`config.mk`:
```
export PLATFORM = sky130hd
export DESIGN_NAME = pll_reseq
export DESIGN_NICKNAME = d
export VERILOG_FILES = /design/src/rtl/pll_reseq_pkg.sv /design/src/rtl/pll_reseq_sync.sv /design/src/rtl/pll_reseq_timer.sv /design/src/rtl/pll_reseq_fsm.sv /design/src/rtl/pll_reseq.sv
export SDC_FILE = /design/constraint.sdc
export NUM_CORES = 1
export LEC_CHECK = 0
export BUFFER_PORTS_ARGS = -buffer_cell sky130_fd_sc_hd__clkbuf_2
export CAP_MARGIN = 30
export CELL_PAD_IN_SITES_DETAIL_PLACEMENT = 1
export CELL_PAD_IN_SITES_GLOBAL_PLACEMENT = 2
export CORE_ASPECT_RATIO = 1.5
export CORE_MARGIN = 2
export CORE_UTILIZATION = 36
export DETAILED_ROUTE_END_ITERATION = 12
export PLACE_DENSITY_LB_ADDON = 0.12
export REMOVE_ABC_BUFFERS = 1
export SLEW_MARGIN = 30
export SYNTH_ARGS = -nofsm -noshare
export SYNTH_HDL_FRONTEND = slang
export SYNTH_SLANG_ARGS = --single-unit
```
`constraint.sdc`:
```
create_clock -name clk -period 5.7 [get_ports clk]
set_clock_uncertainty 0.1 [all_clocks]
set_input_delay 0.285 -clock clk [delete_from_list [all_inputs] [get_ports clk]]
set_output_delay 0.285 -clock clk [all_outputs]
set_load 0.03 [all_outputs]
```
`src/rtl/pll_reseq_pkg.sv`:
```
package pll_reseq_pkg;

  typedef enum logic [1:0] {
    OP_SET       = 2'd0,
    OP_POWERUP   = 2'd1,
    OP_POWERDOWN = 2'd2,
    OP_RESERVED  = 2'd3
  } op_e;

  typedef enum logic [2:0] {
    ST_IDLE,
    ST_RST_ON,
    ST_BYP_ON,
    ST_LOAD,
    ST_HOLD,
    ST_PWR_REL,
    ST_WAIT
  } st_e;

endpackage

```
`src/rtl/pll_reseq_sync.sv`:
```
module pll_reseq_sync #(
  parameter int STAGES = 2
) (
  input  logic clk,
  input  logic rst,
  input  logic d,
  output logic q
);

  logic [STAGES-1:0] chain;

  generate
    if (STAGES == 1) begin : g_single
      always_ff @(posedge clk) begin
        if (rst) chain <= '0;
        else     chain <= d;
      end
    end else begin : g_multi
      always_ff @(posedge clk) begin
        if (rst) chain <= '0;
        else     chain <= {chain[STAGES-2:0], d};
      end
    end
  endgenerate

  assign q = chain[STAGES-1];

endmodule

```
`src/rtl/pll_reseq_timer.sv`:
```
module pll_reseq_timer #(
  parameter int CNT_W = 8
) (
  input  logic             clk,
  input  logic             rst,
  input  logic             load,
  input  logic [CNT_W-1:0] load_val,
  output logic             expired
);

  logic [CNT_W-1:0] cnt;

  always_ff @(posedge clk) begin
    if (rst)              cnt <= '0;
    else if (load)        cnt <= load_val;
    else if (cnt != '0)   cnt <= cnt - 1'b1;
  end

  assign expired = (cnt == '0);

endmodule

```
`src/rtl/pll_reseq_fsm.sv`:
```
module pll_reseq_fsm
  import pll_reseq_pkg::*;
#(
  parameter int MAIN_W   = 10,
  parameter int PRE_W    = 6,
  parameter int POST_W   = 3,
  parameter int FRAC_W   = 16,
  parameter int CNT_W    = 8,
  parameter int HOLD_CYC = 300,
  parameter int TO_CYC   = 1000
) (
  input  logic              clk,
  input  logic              rst,
  input  logic              req_valid,
  input  logic [1:0]        req_op,
  input  logic [MAIN_W-1:0] req_main,
  input  logic [PRE_W-1:0]  req_pre,
  input  logic [POST_W-1:0] req_post,
  input  logic [FRAC_W-1:0] req_frac,
  input  logic              lock_s,
  input  logic              tmr_expired,
  output logic              tmr_load,
  output logic [CNT_W-1:0]  tmr_val,
  output logic              busy,
  output logic              done_o,
  output logic              err_o,
  output logic              pll_resetn,
  output logic              pll_bypass,
  output logic              pll_lock_sel,
  output logic [MAIN_W-1:0] div_main,
  output logic [PRE_W-1:0]  div_pre,
  output logic [POST_W-1:0] div_post,
  output logic [FRAC_W-1:0] frac_q
);

  localparam logic [CNT_W-1:0] HOLD_LOAD = CNT_W'(HOLD_CYC - 1);
  localparam logic [CNT_W-1:0] TO_LOAD   = CNT_W'(TO_CYC - 1);

  st_e               state;
  logic [MAIN_W-1:0] pend_main;
  logic [PRE_W-1:0]  pend_pre;
  logic [POST_W-1:0] pend_post;
  logic [FRAC_W-1:0] pend_frac;

  // Timer programming: hold window on leaving LOAD, lock window on reset release
  always_comb begin
    tmr_load = 1'b0;
    tmr_val  = '0;
    if (state == ST_LOAD) begin
      tmr_load = 1'b1;
      tmr_val  = HOLD_LOAD;
    end else if ((state == ST_HOLD && tmr_expired) || state == ST_PWR_REL) begin
      tmr_load = 1'b1;
      tmr_val  = TO_LOAD;
    end
  end

  assign busy = (state != ST_IDLE);

  always_ff @(posedge clk) begin
    if (rst) begin
      state        <= ST_IDLE;
      done_o       <= 1'b0;
      err_o        <= 1'b0;
      pll_resetn   <= 1'b0;
      pll_bypass   <= 1'b0;
      pll_lock_sel <= 1'b0;
      div_main     <= '0;
      div_pre      <= '0;
      div_post     <= '0;
      frac_q       <= '0;
      pend_main    <= '0;
      pend_pre     <= '0;
      pend_post    <= '0;
      pend_frac    <= '0;
    end else begin
      done_o <= 1'b0;
      err_o  <= 1'b0;
      unique case (state)
        ST_IDLE: begin
          if (req_valid) begin
            unique case (op_e'(req_op))
              OP_SET: begin
                if (req_pre == '0) begin
                  done_o <= 1'b1;
                  err_o  <= 1'b1;
                end else if (req_main == div_main && req_pre == div_pre) begin
                  div_post <= req_post;
                  frac_q   <= req_frac;
                  done_o   <= 1'b1;
                end else begin
                  pend_main    <= req_main;
                  pend_pre     <= req_pre;
                  pend_post    <= req_post;
                  pend_frac    <= req_frac;
                  pll_lock_sel <= 1'b1;
                  state        <= ST_RST_ON;
                end
              end
              OP_POWERUP: begin
                if (pll_resetn) begin
                  done_o <= 1'b1;
                end else begin
                  pll_bypass <= 1'b1;
                  state      <= ST_PWR_REL;
                end
              end
              OP_POWERDOWN: begin
                pll_resetn <= 1'b0;
                done_o     <= 1'b1;
              end
              default: begin
                done_o <= 1'b1;
                err_o  <= 1'b1;
              end
            endcase
          end
        end
        ST_RST_ON: begin
          pll_resetn <= 1'b0;
          state      <= ST_BYP_ON;
        end
        ST_BYP_ON: begin
          pll_bypass <= 1'b1;
          state      <= ST_LOAD;
        end
        ST_LOAD: begin
          div_main <= pend_main;
          div_pre  <= pend_pre;
          div_post <= pend_post;
          frac_q   <= pend_frac;
          state    <= ST_HOLD;
        end
        ST_HOLD: begin
          if (tmr_expired) begin
            pll_resetn <= 1'b1;
            state      <= ST_WAIT;
          end
        end
        ST_PWR_REL: begin
          pll_resetn <= 1'b1;
          state      <= ST_WAIT;
        end
        ST_WAIT: begin
          if (lock_s) begin
            pll_bypass <= 1'b0;
            done_o     <= 1'b1;
            state      <= ST_IDLE;
          end else if (tmr_expired) begin
            done_o <= 1'b1;
            err_o  <= 1'b1;
            state  <= ST_IDLE;
          end
        end
        default: state <= ST_IDLE;
      endcase
    end
  end

  // reset leaves the hold phase only once the shared timer has run out
  a_r4_release_after_hold: assert property (@(posedge clk) disable iff (rst)
    ($rose(pll_resetn) && $past(state) == ST_HOLD) |-> $past(tmr_expired));

  // bypass is dropped only on a synchronized lock
  a_r5_bypass_off_on_lock: assert property (@(posedge clk) disable iff (rst)
    $fell(pll_bypass) |-> $past(lock_s));

  // a lock timeout leaves the PLL out of reset and bypassed
  a_r6_timeout_keeps_bypass: assert property (@(posedge clk) disable iff (rst)
    (err_o && $past(state) == ST_WAIT) |-> (pll_bypass && pll_resetn));

  // a rejected request leaves every control pin and divider as it was
  a_r9_reject_no_change: assert property (@(posedge clk) disable iff (rst)
    (err_o && $past(state) == ST_IDLE) |->
      ($stable(pll_resetn) && $stable(pll_bypass) && $stable(pll_lock_sel) &&
       $stable(div_main) && $stable(div_pre) && $stable(div_post)));

  // outside the load step a running sequence never touches the dividers
  a_r10_div_frozen_when_busy: assert property (@(posedge clk) disable iff (rst)
    (busy && state != ST_LOAD) |=>
      ($stable(div_main) && $stable(div_pre) && $stable(div_post) && $stable(frac_q)));

  // done is a single-cycle pulse and never overlaps busy
  a_r11_done_pulse: assert property (@(posedge clk) disable iff (rst)
    done_o |=> !done_o);

  a_r11_done_not_busy: assert property (@(posedge clk) disable iff (rst)
    done_o |-> !busy);

endmodule

```
`src/rtl/pll_reseq.sv`:
```
module pll_reseq #(
  parameter int CLKS_PER_US = 100,
  parameter int HOLD_US     = 3,
  parameter int TIMEOUT_US  = 10000,
  parameter int MAIN_W      = 10,
  parameter int PRE_W       = 6,
  parameter int POST_W      = 3,
  parameter int FRAC_W      = 16,
  parameter int FRACTIONAL  = 1,
  parameter int SYNC_STAGES = 2
) (
  input  logic              clk,
  input  logic              rst,
  input  logic              req_valid,
  input  logic [1:0]        req_op,
  input  logic [MAIN_W-1:0] req_main,
  input  logic [PRE_W-1:0]  req_pre,
  input  logic [POST_W-1:0] req_post,
  input  logic [FRAC_W-1:0] req_frac,
  input  logic              pll_lock,
  output logic              busy,
  output logic              done,
  output logic              err,
  output logic              pll_resetn,
  output logic              pll_bypass,
  output logic              pll_lock_sel,
  output logic [MAIN_W-1:0] div_main,
  output logic [PRE_W-1:0]  div_pre,
  output logic [POST_W-1:0] div_post,
  output logic [FRAC_W-1:0] div_frac
);

  localparam int HOLD_CYC = HOLD_US * CLKS_PER_US;
  localparam int TO_CYC   = TIMEOUT_US * CLKS_PER_US;
  localparam int MAX_CYC  = (HOLD_CYC > TO_CYC) ? HOLD_CYC : TO_CYC;
  localparam int CNT_W    = $clog2(MAX_CYC + 1);

  logic             lock_s;
  logic             tmr_load;
  logic [CNT_W-1:0] tmr_val;
  logic             tmr_expired;
  logic [FRAC_W-1:0] frac_q;

  pll_reseq_sync #(.STAGES(SYNC_STAGES)) u_sync (
    .clk (clk),
    .rst (rst),
    .d   (pll_lock),
    .q   (lock_s)
  );

  pll_reseq_timer #(.CNT_W(CNT_W)) u_timer (
    .clk      (clk),
    .rst      (rst),
    .load     (tmr_load),
    .load_val (tmr_val),
    .expired  (tmr_expired)
  );

  pll_reseq_fsm #(
    .MAIN_W   (MAIN_W),
    .PRE_W    (PRE_W),
    .POST_W   (POST_W),
    .FRAC_W   (FRAC_W),
    .CNT_W    (CNT_W),
    .HOLD_CYC (HOLD_CYC),
    .TO_CYC   (TO_CYC)
  ) u_fsm (
    .clk          (clk),
    .rst          (rst),
    .req_valid    (req_valid),
    .req_op       (req_op),
    .req_main     (req_main),
    .req_pre      (req_pre),
    .req_post     (req_post),
    .req_frac     (req_frac),
    .lock_s       (lock_s),
    .tmr_expired  (tmr_expired),
    .tmr_load     (tmr_load),
    .tmr_val      (tmr_val),
    .busy         (busy),
    .done_o       (done),
    .err_o        (err),
    .pll_resetn   (pll_resetn),
    .pll_bypass   (pll_bypass),
    .pll_lock_sel (pll_lock_sel),
    .div_main     (div_main),
    .div_pre      (div_pre),
    .div_post     (div_post),
    .frac_q       (frac_q)
  );

  // the fractional word reaches the pins only in the fractional variant
  generate
    if (FRACTIONAL != 0) begin : g_frac
      assign div_frac = frac_q;
    end else begin : g_int
      assign div_frac = '0;
    end
  endgenerate

endmodule

```
# Word-level counts from Yosys, hierarchy flattened
# Index checks and enable logic that the tools add are counted.
# op_classes
add_sub_neg	1
eq_ne	24
mux	47
n_bitwise	2
reduce_logical	19
# op_table
operator	count
20-bit 2-to-1 mux	4
16-bit 2-to-1 mux	4
3-bit 2-to-1 mux	11
16-bit case mux with 2 select lines	1
3-bit case mux with 7 select lines	1
20-bit zero test	1
20-bit nonzero test	1
20-bit by 1-bit subtractor with 20-bit output, second input constant	1
1-bit 2-to-1 mux	18
5-bit AND reduction	3
2-bit inequality test, second input constant	7
3-bit inequality test, second input constant	4
3-bit case mux with 2 select lines	2
10-bit equality test	1
3-bit equality test, second input constant	3
1-bit case mux with 2 select lines	4
7-bit AND reduction	1
3-bit by 2-bit equality test with 1-bit output, second input constant	2
6-bit equality test	1
6-bit zero test	1
3-bit nonzero test	2
2-bit by 1-bit inequality test with 1-bit output, second input constant	2
1-bit case mux with 4 select lines	1
4-bit AND reduction	1
other kinds (13)	16
# totals
ff_bits	100
inputBits	41
out_inout_bits	41

# Longest topological paths before layout
# Gate-level depths: netlist (run 1).
# logic_depth
ltp_word	7
mapped_depth	8

# Cells and area by module
# A second synthesis (run 1) with hierarchy kept.
# unflattened
hier_cells	602
area_unflattened_um2	5142.4
# modules_own_cells
module	instances	cells_each	area_per_inst_um2	seq_area_each_um2
pll_reseq_fsm	1	476	4008.8	1561.5
pll_reseq_timer	1	122	1081.0	400.4
pll_reseq_sync	1	4	52.6	40.0

# Least setup slack after synthesis (run 1)
# No wires, ideal clock.
# synth_timing
path_kind	reg-to-reg
startpoint	register u_fsm.div_main[0]
endpoint	register u_fsm.frac_q[10]
arrival_ns	2.072
t_required_ns	5.458
slack_ns	3.386
stages_incl_launch_ff	8
period_less_slack_ns	2.314
cell_sequence	dfxtp_1 xnor2_1 nand4_1 nor4_1 a21o_1 buf_2 buf_1 a311oi_1
# synth_between
elab_chain_cells	4
# synth_rtl
item	line_no	rtl
start: declaration	pll_reseq_fsm.sv:30	output logic [MAIN_W-1:0] div_main,
start signal: assignment	pll_reseq_fsm.sv:128	div_main <= pend_main;
10-bit equality test	pll_reseq_fsm.sv:87	end else if (req_main == div_main && req_pre == div_pre) begin
1-bit logical AND	pll_reseq_fsm.sv:87	
2-bit by 1-bit inequality test with 1-bit output (no line)	--	
5-bit AND reduction (no line)	--	
end signal: assignment	pll_reseq_fsm.sv:89	frac_q <= req_frac;
end signal: assignment	pll_reseq_fsm.sv:131	frac_q <= pend_frac;
end: declaration	pll_reseq_fsm.sv:33	output logic [FRAC_W-1:0] frac_q
# No other way between the ends.
# A chain may end at the register's enable or synchronous reset.

# Worst setup path in the final report (run 1)
# layout_timing
startpoint	register u_fsm.state[2]
endpoint	register u_fsm.pend_main[5]
# layout_between
elab_chain_cells	2
# layout_rtl
item	line_no	rtl
start: declaration	pll_reseq_fsm.sv:39	st_e state;
start signal: assignment	pll_reseq_fsm.sv:62	state <= ST_IDLE;
start signal: assignment	pll_reseq_fsm.sv:97	state <= ST_RST_ON;
start signal: assignment	pll_reseq_fsm.sv:105	state <= ST_PWR_REL;
3-bit zero test	pll_reseq_fsm.sv:79	unique case (state)
5-bit AND reduction (no line)	--	
end signal: assignment	pll_reseq_fsm.sv:92	pend_main <= req_main;
end: declaration	pll_reseq_fsm.sv:40	logic [MAIN_W-1:0] pend_main;
# No other way between the ends.

==> results of run 1 <==
-- synth_stat cells, drive strengths merged, types with 9 or more instances --
master	n	share of area, %
xor2	10	1.9
clkbuf	32	2.6
buf	10	1.3
a211oi	21	3.4
nor2	20	2.0
nor3	13	1.4
a311oi	19	3.6
xnor2	22	4.1
dfxtp	100	43
o21ai	9	0.96
mux2i	36	7.7
nand2	150	12
inv	10	0.80
a21oi	33	3.6
-- metal layers --
layer  GRT usage (%)  vias to the layer above  wire length, um
met4            7.34                        0              283
met2            37.9                       66             7330
met1            20.2                     2046             5390
li1                -                     2047                -
met5               0                        -                0
met3            3.40                       21              398
-- registers in the layout (all words and copies together) (netlist names), 6 cells and up --
name	cells
u_fsm.pend_pre	6
u_fsm.pend_main	10
u_fsm.div_pre	6
u_fsm.pend_frac	16
u_fsm.frac_q	16
u_timer.cnt	20
u_fsm.div_main	10
-- power breakdown --
group,switching [mW],internal [mW],leakage (nW),total (mW)
Sequential,0.120,0.819,0.812,0.939
Clock,0.272,0.430,0.163,0.702
Combinational,0.565,0.355,1.15,0.920
-- per-stage QoR --
stage          hold WS (ps)  instance area [um2]  power (mW)  setup WS (ps)
6_report               49.3                 5510        2.56           2360
5_1_grt                68.6                 5510        2.73           2130
4_1_cts                36.5                 5510        2.60           2310
3_5_place_dp            340                 5170        1.88           2370
3_3_place_gp            322                 5170        1.85           2470
2_1_floorplan           254                 4500        1.62            875
-- final timing paths --
path / startpoint / to / cells after the start
min reg2reg: u_sync.chain[0] / u_sync.chain[1] / 1
max: u_fsm.state[2] / u_fsm.pend_main[5] / 6
min: pll_lock / u_sync.chain[0] / 2
max reg2reg: u_fsm.state[2] / u_fsm.pend_main[5] / 6
-- cell type report --
type	instances	area (um2)	area share, %
multi-input combinational	407	2480	44.9
clock buffer	10	229	4.15
timing repair buffer	88	458	8.30
sequential	100	2000	36.3
tap	159	199	3.61
inverter	10	37.5	0.681
clock inverter	6	111	2.02
-- cell families (layout without fill, tap and decap cells) --
group | count (synthesis) | in the layout | synth area share (%)
simple gates | 231 | 231 | 22.5
compound gates | 103 | 103 | 15.1
flops | 100 | 100 | 42.8
buf+inv | 52 | 114 | 4.65
mux | 36 | 36 | 7.70
xor+xnor | 32 | 32 | 5.99
fa+ha+maj | 5 | 5 | 1.34
==> metrics.md, run 1 <==
| Metric | Value |
|---|---|
| Asr flop ratio synth | `0%` |
| Post CTS Setup Buffer Count | `0` |
| I/O pin cnt | `82` |
| Slowest stage delay, CP | `just over 800 ps` |
| Slew Viols, Final | `0` |
| Share of cells above drive strength 1 | `19.3%` |
| Number of hold buffers added after cts | `0` |
| Hold WC Path Type | `input pin to flop` |
| Initial antenna violation count | `0` |
| Drt initial violations | `108` |
| Power Density | `~460 mW/mm2` |
| Number of synthesized register bits | `100` |
| Minimum clock period after layout | `3340 ps` |
| Setup Crit Path Kind | `flop to flop` |
| GR Util All Layers | `19.3%` |
| Largest net degree at the start of global routing | `75` |
| CP Data Required Time | `5860 ps` |
| H-tree depth | `3` |
| Die Y | `144 um` |
| Sequential cell area fraction in the yosys report | `42.8%` |
| Yosys cell types | `49` |
| Sink Count | `100` |
| CTS tree | `built` |
| Mean post-synth cell area | `8.38 um2` |
| Yosys Warn Count | `0` |
| CP top delay family | `simple AND/OR/NAND/NOR gates` |
| Final setup fails | `0` |
| Global-route wire length before repair | `21.6 mm` |
| Area Growth Syn to Fin | `17.8%` |
| Setup tns final | `0 ps` |
| Vias | `4,180` |
| Vias per inst | `5.36` |
| Lkg Pwr | `2.12 nW` |
| CTS max path bufs | `2` |
| Total Wirelength | `13.4 mm` |
| Nets | `662` |
| Max Cap Viol | `0` |
| Max frequency | `about 300 MHz` |
| Final hold vios | `0` |
| Critical path arrival | `3500 ps` |
| Routed Antenna Nets | `0` |
| Final critical-path share of the clock period | `58.6%` |
| Most frequent cells in the layout | `150 x nand2_1, 100 x dfxtp_1, 81 x clkbuf_2, 36 x mux2i_1, 32 x a21oi_1` |
| # fillers | `approximately 1,600` |
| IO buf count | `81` |
| Setup slack, reg-to-reg | `roughly 2400 ps` |
| Syn Std Cell Area | `approximately 0.0047 mm2` |
| Mapped Cells | `about 560` |
| Residual DRC | `0` |
| CTS Buf Count | `9` |
| Ant. Diodes | `0` |
| Row Count | `51` |
| Clk_lat worst skew | `340 ps` |
| TritonRoute pass-1 iters | `4` |
| Root Driver | `clkbuf_16` |
| Die area | `0.0140 mm2` |
| Total gr overflow | `0` |
| Crit end category | `flop` |
| Vias in the first global route | `4,355` |
| Least-Margin Pin Slew | `970 ps` |
| Critical-path cell list | `nor3_1 -> and2_1 -> and3_1 -> nor2b_4 -> buf_4 -> mux2i_1` |
| Ys flop type | `dfxtp_1` |
| Horiz. Die Dim | `97.1 um` |
| RSZ-0062 raised after global routing | `false` |
| Critical Path Source Type | `flop` |
| Commonest non-fill, non-tap cell in the layout | `nand2_1` |
| Number of synthesized flops with an enable pin | `0` |
| Finished Core Util | `43.0%` |
| Wirelength per Cell | `17.2 um` |
| Clk slew on worst S/H paths | `~70 ps` |
| Worst slew margin | `35.3%` |
| Final GP Congestion | `slightly below 0.8` |
| DP HPWL | `9.11 mm` |
| Core area | `~0.013 mm2` |
| Status | `complete, no violations` |
| VDD IR max | `0.144 mV` |
| Slowest-stage cell, CP | `and3_1` |
| Maximum fanout along the worst path | `24` |
| Starting density of the core | `36.5%` |
| Worst Path Buf+Inv | `1` |
| PostCTS Resize Cnt | `0` |
| Inst Count DP | `764` |
| Layout Cells excl Fill | `780` |
No activity file was read; power rests on OpenSTA's default activity.
==> run 2: changes to the inputs <==
Settings changed: CORE_UTILIZATION 36 to 30.
Clock period 5.7 ns to 2.95 ns, I/O delays scaled along.
==> metrics.md, run 2 (same netlist as run 1, synthesis figures left out) <==
| Metric | Value |
|---|---|
| Status | `complete, no violations` |
| Reg-to-Reg Start | `u_timer.cnt[0]` |
| CTS Buf Count | `9 (unchanged)` |
| Final GP Congestion | `0.843 (+7.6%)` |
| Horiz. Die Dim | `106 um (+9.1%)` |
| Sink Count | `100 (unchanged)` |
| CP top delay family | `simple AND/OR/NAND/NOR gates` |
| Commonest non-fill, non-tap cell in the layout | `nand2_1` |
| Finished Core Util | `39.2% (-3.8 points)` |
| CP endpoint | `u_timer.cnt[19]` |
| Row Count | `55 (+7.8%)` |
| Crit end category | `flop` |
| Largest net degree at the start of global routing | `41 (-45%)` |
| Slowest stage delay, CP | `460 ps (-360 ps)` |
| Slowest-stage cell, CP | `o21ai_0` |
| H-tree depth | `3 (unchanged)` |
| RSZ-0062 raised after global routing | `false` |
| Slew Viols, Final | `0 (unchanged)` |
| Final hold vios | `0 (unchanged)` |
| Drt initial violations | `107 (-0.93%)` |
| PostCTS Resize Cnt | `0 (unchanged)` |
| Pre-CTS setup slack | `388 ps (-1980 ps)` |
| Most frequent cells in the layout | `150 x nand2_1, 100 x dfxtp_1, 81 x clkbuf_2, 36 x mux2i_1, 35 x dlygate4sd3_1` |
| Die area | `0.0166 mm2 (+19%)` |
| Setup slack, reg-to-reg | `360 ps (-2000 ps)` |
| Total gr overflow | `0 (unchanged)` |
| Total Wirelength | `14.5 mm (+8.3%)` |
| Hold WC Path Type | `input pin to flop` |
| Least-Margin Pin Slew | `693 ps (-278 ps)` |
| Final critical-path share of the clock period | `87.8% (+29 points)` |
| Setup crit start | `u_timer.cnt[0]` |
| Worst R2R End | `u_timer.cnt[19]` |
| Worst slew margin | `53.8% (+19 points)` |
| Die Y | `157 um (+9.3%)` |
| Vias | `4,356 (+4.2%)` |
| Final setup fails | `0 (unchanged)` |
| Critical-path cell list | `inv_1 -> ha_1 -> or3b_2 -> nor4_1 -> nand2_1 -> o21ai_0 -> a21oi_1` |
| Clk_lat worst skew | `350 ps (about the same)` |
| Global-route wire length before repair | `23.7 mm (+9.9%)` |
| Lkg Pwr | `2.30 nW (+8.4%)` |
| Largest Register | `u_timer.cnt` |
| Power Density | `839 mW/mm2 (+81%)` |
| Critical path depth | `7 (+1)` |
| IO buf count | `81 (unchanged)` |
| TritonRoute pass-1 iters | `4 (unchanged)` |
| Residual DRC | `0 (unchanged)` |
| Maximum fanout along the worst path | `8 (-67%)` |
| Ant. Diodes | `0 (unchanged)` |
| Clk slew on worst S/H paths | `70 ps (about the same)` |
| Max Cap Viol | `0 (unchanged)` |
| Wirelength per Cell | `16.9 um (-2.0%)` |
| I/O pin cnt | `82 (unchanged)` |
| # fillers | `1,821 (+16%)` |
| Starting density of the core | `30.8% (-5.7 points)` |
| Setup Crit Path Kind | `flop to flop` |
| Critical path arrival | `2700 ps (-800 ps)` |
| Biggest regs | `u_timer.cnt x20, u_fsm.frac_q x16, u_fsm.pend_frac x16` |
| Max frequency | `386 MHz (+29%)` |
| DP HPWL | `9.90 mm (+8.6%)` |
| Minimum clock period after layout | `2590 ps (-750 ps)` |
| Vias in the first global route | `4,630 (+6.3%)` |
| Area Growth Syn to Fin | `27.3%` |
| Core area | `0.0152 mm2 (+19%)` |
| CP Data Required Time | `3060 ps (-2800 ps)` |
| Share of cells above drive strength 1 | `19.3% (about the same)` |
| Reg2Reg Depth | `7 (+1)` |
| Initial antenna violation count | `0 (unchanged)` |
| VDD IR max | `0.367 mV (+160%)` |
| Max reg flops | `20 (unchanged)` |
| CTS max path bufs | `2 (unchanged)` |
| Routed Antenna Nets | `0 (unchanged)` |
| Nets | `704 (+6.3%)` |
| CTS tree | `built` |
| Worst Path Buf+Inv | `1 (unchanged)` |
| Fin worst setup slack | `359 ps (-2000 ps)` |
| Vias per inst | `5.05 (-5.7%)` |
| Root Driver | `clkbuf_16` |
| GR Util All Layers | `18.2% (-1.1 points)` |
| Critical Path Source Type | `flop` |
==> run 2: cell types whose count changed in the layout (fill, tap and decap cells not counted), sizes merged <==
cell         delta
inv             +1
bufinv          -1
dlygate4sd3    +35
buf             +7
==> run 2: metal layers <==
layer  part of all wire (%)  vias to the layer above  track usage (%)
li1                       -                     2134                -
met1                     43                     2137             20.9
met2                     52                       66             33.4
met3                    3.0                       19             3.27
met4                    2.2                        0             6.58
met5                      0                        -                0
==> run 2: worst min-delay path by stage <==
| stage | start | end | slack (ps) | cells past startpoint |
|---|---|---|---|---|
| after detailed placement | pll_lock | u_sync.chain[0] | 270 | 2 |
| after global placement | pll_lock | u_sync.chain[0] | 260 | 2 |
| after CTS | req_pre[1] | u_fsm.pend_pre[1] | 10 | 3 |
| final | req_pre[1] | u_fsm.pend_pre[1] | 20 | 3 |
| after global routing | req_pre[1] | u_fsm.pend_pre[1] | 30 | 3 |
| after floorplan | rst | u_fsm.div_main[0] | 120 | 1 |
==> run 2: per-stage QoR <==
| step | TNS [ps] | power (mW) | std cells | hold slack [ps] | instance area, um2 |
|---|---|---|---|---|---|
| finish | 0 | 5.00 | 862 | 18.1 | 5960 |
| global route | 0 | 5.35 | 862 | 31.7 | 5960 |
| CTS | 0 | 5.07 | 862 | 11.2 | 5960 |
| detailed placement | 0 | 3.68 | 811 | 267 | 5280 |
| global placement | 0 | 3.65 | 811 | 262 | 5280 |
| floorplan | -76110 | 3.14 | 517 | 117 | 4500 |
==> run 2: cell type report <==
| class | count | area [um2] | area share (%) |
|---|---|---|---|
| Timing Repair Buffer | 130 | 861 | 14.4 |
| Inverter | 10 | 37.5 | 0.630 |
| Multi-Input combinational cell | 407 | 2480 | 41.6 |
| Sequential cell | 100 | 2000 | 33.6 |
| Clock inverter | 6 | 93.8 | 1.57 |
| Tap cell | 199 | 249 | 4.18 |
| Clock buffer | 10 | 239 | 4.01 |
==> run 2: worst register-to-register path, stage by stage (launching register included) <==
cell	delay, ps
dfxtp_1	330
inv_1	150
ha_1	180
or3b_2	450
nor4_1	390
nand2_1	310
o21ai_0	460
a21oi_1	80
==> run 2: where the power goes <==
group          switching [mW]  internal [mW]  total (mW)  leakage (nW)
logic                    1.12          0.728        1.85          1.33
registers               0.239           1.58        1.82         0.812
clock network           0.556          0.775        1.33         0.160
total                    1.91           3.08        5.00          2.30
==> run 2: repair_timing <==
item                      4_1_cts  5_1_grt
buffers inserted                0        0
hold buffers                   35        0
hold endpoints to repair       54        0
==> run 3: changes to the inputs <==
Settings changed: CORE_ASPECT_RATIO 1.5 to 1.4, CORE_UTILIZATION 30 to 36.
Clock period 2.95 ns to 3.1 ns, I/O delays scaled along.
==> metrics.md, run 3 (same netlist as run 1, synthesis figures left out) <==
| Metric | Value |
|---|---|
| Status | `finished, violations left` |
| Failing checks | `hold timing` |
| Ant. Diodes | `0 (unchanged)` |
| H-tree depth | `3 (unchanged)` |
| Drt initial violations | `99 (-7.5%)` |
| Largest net degree at the start of global routing | `58 (+41%)` |
| Nets | `697 (-0.99%)` |
| Most frequent cells in the layout | `150 x nand2_1, 100 x dfxtp_1, 81 x clkbuf_2, 36 x mux2i_1, 32 x a21oi_1` |
| Crit end category | `flop` |
| RSZ-0062 raised after global routing | `false` |
| CTS max path bufs | `2 (unchanged)` |
| Max reg flops | `20 (unchanged)` |
| Area Growth Syn to Fin | `24.5%` |
| Slew Viols, Final | `0 (unchanged)` |
| Setup Crit Path Kind | `flop to flop` |
| CP Data Required Time | `3190 ps (+130 ps)` |
| Critical Path Source Type | `flop` |
| TritonRoute pass-1 iters | `4 (unchanged)` |
| CTS tree | `built` |
| Largest Register | `u_timer.cnt` |
| Initial antenna violation count | `0 (unchanged)` |
| VDD IR max | `0.331 mV (-9.7%)` |
| Final hold vios | `1 (+1)` |
| I/O pin cnt | `82 (unchanged)` |
| Pre-CTS setup slack | `502 ps (+113 ps)` |
| Slowest-stage cell, CP | `or4_1` |
| Maximum fanout along the worst path | `7 (-1)` |
| IO buf count | `81 (unchanged)` |
| Critical-path cell list | `inv_1 -> ha_1 -> or3b_2 -> or4_1 -> nor3_1 -> a2111o_1 -> o211ai_1` |
| Clk slew on worst S/H paths | `70 ps (about the same)` |
| Final critical-path share of the clock period | `84.6% (-3.2 points)` |
| Final setup fails | `0 (unchanged)` |
| Total Power | `4.66 mW (-6.8%)` |
| Row Count | `49 (-11%)` |
| Routed Antenna Nets | `0 (unchanged)` |
| Root Driver | `clkbuf_16` |
| Critical path arrival | `2720 ps (+20 ps)` |
| Vias | `4,305 (-1.2%)` |
| Total gr overflow | `0 (unchanged)` |
| DP HPWL | `9.18 mm (-7.3%)` |
| Fin worst setup slack | `477 ps (+118 ps)` |
| Horiz. Die Dim | `100 um (-5.3%)` |
| Least-Margin Pin Slew | `688 ps (-4.66 ps)` |
| Hold WC Path Type | `input pin to flop` |
| Biggest regs | `u_timer.cnt x20, u_fsm.frac_q x16, u_fsm.pend_frac x16` |
| Clk_lat worst skew | `340 ps (about the same)` |
| Sink Count | `100 (unchanged)` |
| Lkg Pwr | `2.27 nW (-1.6%)` |
| Total Wirelength | `13.7 mm (-5.7%)` |
| Core area | `0.0128 mm2 (-16%)` |
| GR Util All Layers | `20.4% (+2.2 points)` |
| Die Y | `139 um (-12%)` |
| Starting density of the core | `36.7% (+5.9 points)` |
| Setup tns final | `0 ps (unchanged)` |
| Worst slew margin | `53.7% (-0.11 points)` |
| Residual DRC | `0 (unchanged)` |
| Wirelength per Cell | `16.9 um (+0.52%)` |
| Slowest stage delay, CP | `500 ps (+40 ps)` |
| Global-route wire length before repair | `22.9 mm (-3.2%)` |
| CTS Buf Count | `9 (unchanged)` |
| Die area | `0.0139 mm2 (-16%)` |
| Max frequency | `381 MHz (-1.2%)` |
| Vias per inst | `5.32 (+5.3%)` |
| Commonest non-fill, non-tap cell in the layout | `nand2_1` |
| Minimum clock period after layout | `2620 ps (+32.2 ps)` |
| WHS | `-9.58 ps (-27.6 ps)` |
| Power Density | `799 mW/mm2 (-4.7%)` |
| Max Cap Viol | `0 (unchanged)` |
| Final GP Congestion | `0.816 (-3.2%)` |
| Share of cells above drive strength 1 | `19.2% (-0.099 points)` |
| Vias in the first global route | `4,579 (-1.1%)` |
| PostCTS Resize Cnt | `0 (unchanged)` |
[run 3: area by class of cell]
class | count | area [um2]
clock buffer | 11 | 243
clock inverter | 5 | 60.1
fill | 1528 | 6920
inverter | 10 | 37.5
multi-input combinational | 407 | 2480
sequential | 100 | 2000
tap | 153 | 191
timing repair buffer | 123 | 818
[run 3: critical path, delay by kind of cell, from the launching register on]
kind,cells,cell delay [ps]
flops,1,330
simple gates,3,1250
compound gates,2,270
fa+ha+maj,1,360
buf+inv,1,160
[run 3: power by group]
| part | internal, mW | leakage [nW] | switching, mW |
|---|---|---|---|
| combinational | 0.700 | 1.31 | 1.07 |
| sequential | 1.51 | 0.812 | 0.232 |
| clock | 0.652 | 0.146 | 0.499 |
[run 3: timing repair]
item,CTS,global route
hold buffers,29,0
hold endpoints to repair,47,0
setup buffers,0,0
[run 3: stage by stage]
| stage | area, um2 | utilization (%) | instances |
|---|---|---|---|
| after floorplan | 4500 | - | 517 |
| after global placement | 5240 | 41.1 | 764 |
| after detailed placement | 5240 | 41.1 | 764 |
| after CTS | 5830 | 45.7 | 809 |
| after global routing | 5830 | 45.7 | 809 |
| final | 5830 | 45.7 | 809 |
[run 3: metal layers]
| layer | share of wire, % | GRT usage [%] |
|---|---|---|
| met5 | 0 | 0 |
| met4 | 1.1 | 5.05 |
| met3 | 2.7 | 3.07 |
| met2 | 52 | 37.4 |
| met1 | 44 | 24.4 |
[run 3: final timing paths]
kind,cells past startpoint,slack (ps),end,start
max,7,480,u_timer.cnt[16],u_timer.cnt[0]
min,3,-10,u_fsm.pend_pre[5],req_pre[5]
max reg2reg,7,480,u_timer.cnt[16],u_timer.cnt[0]
min reg2reg,1,350,u_sync.chain[1],u_sync.chain[0]
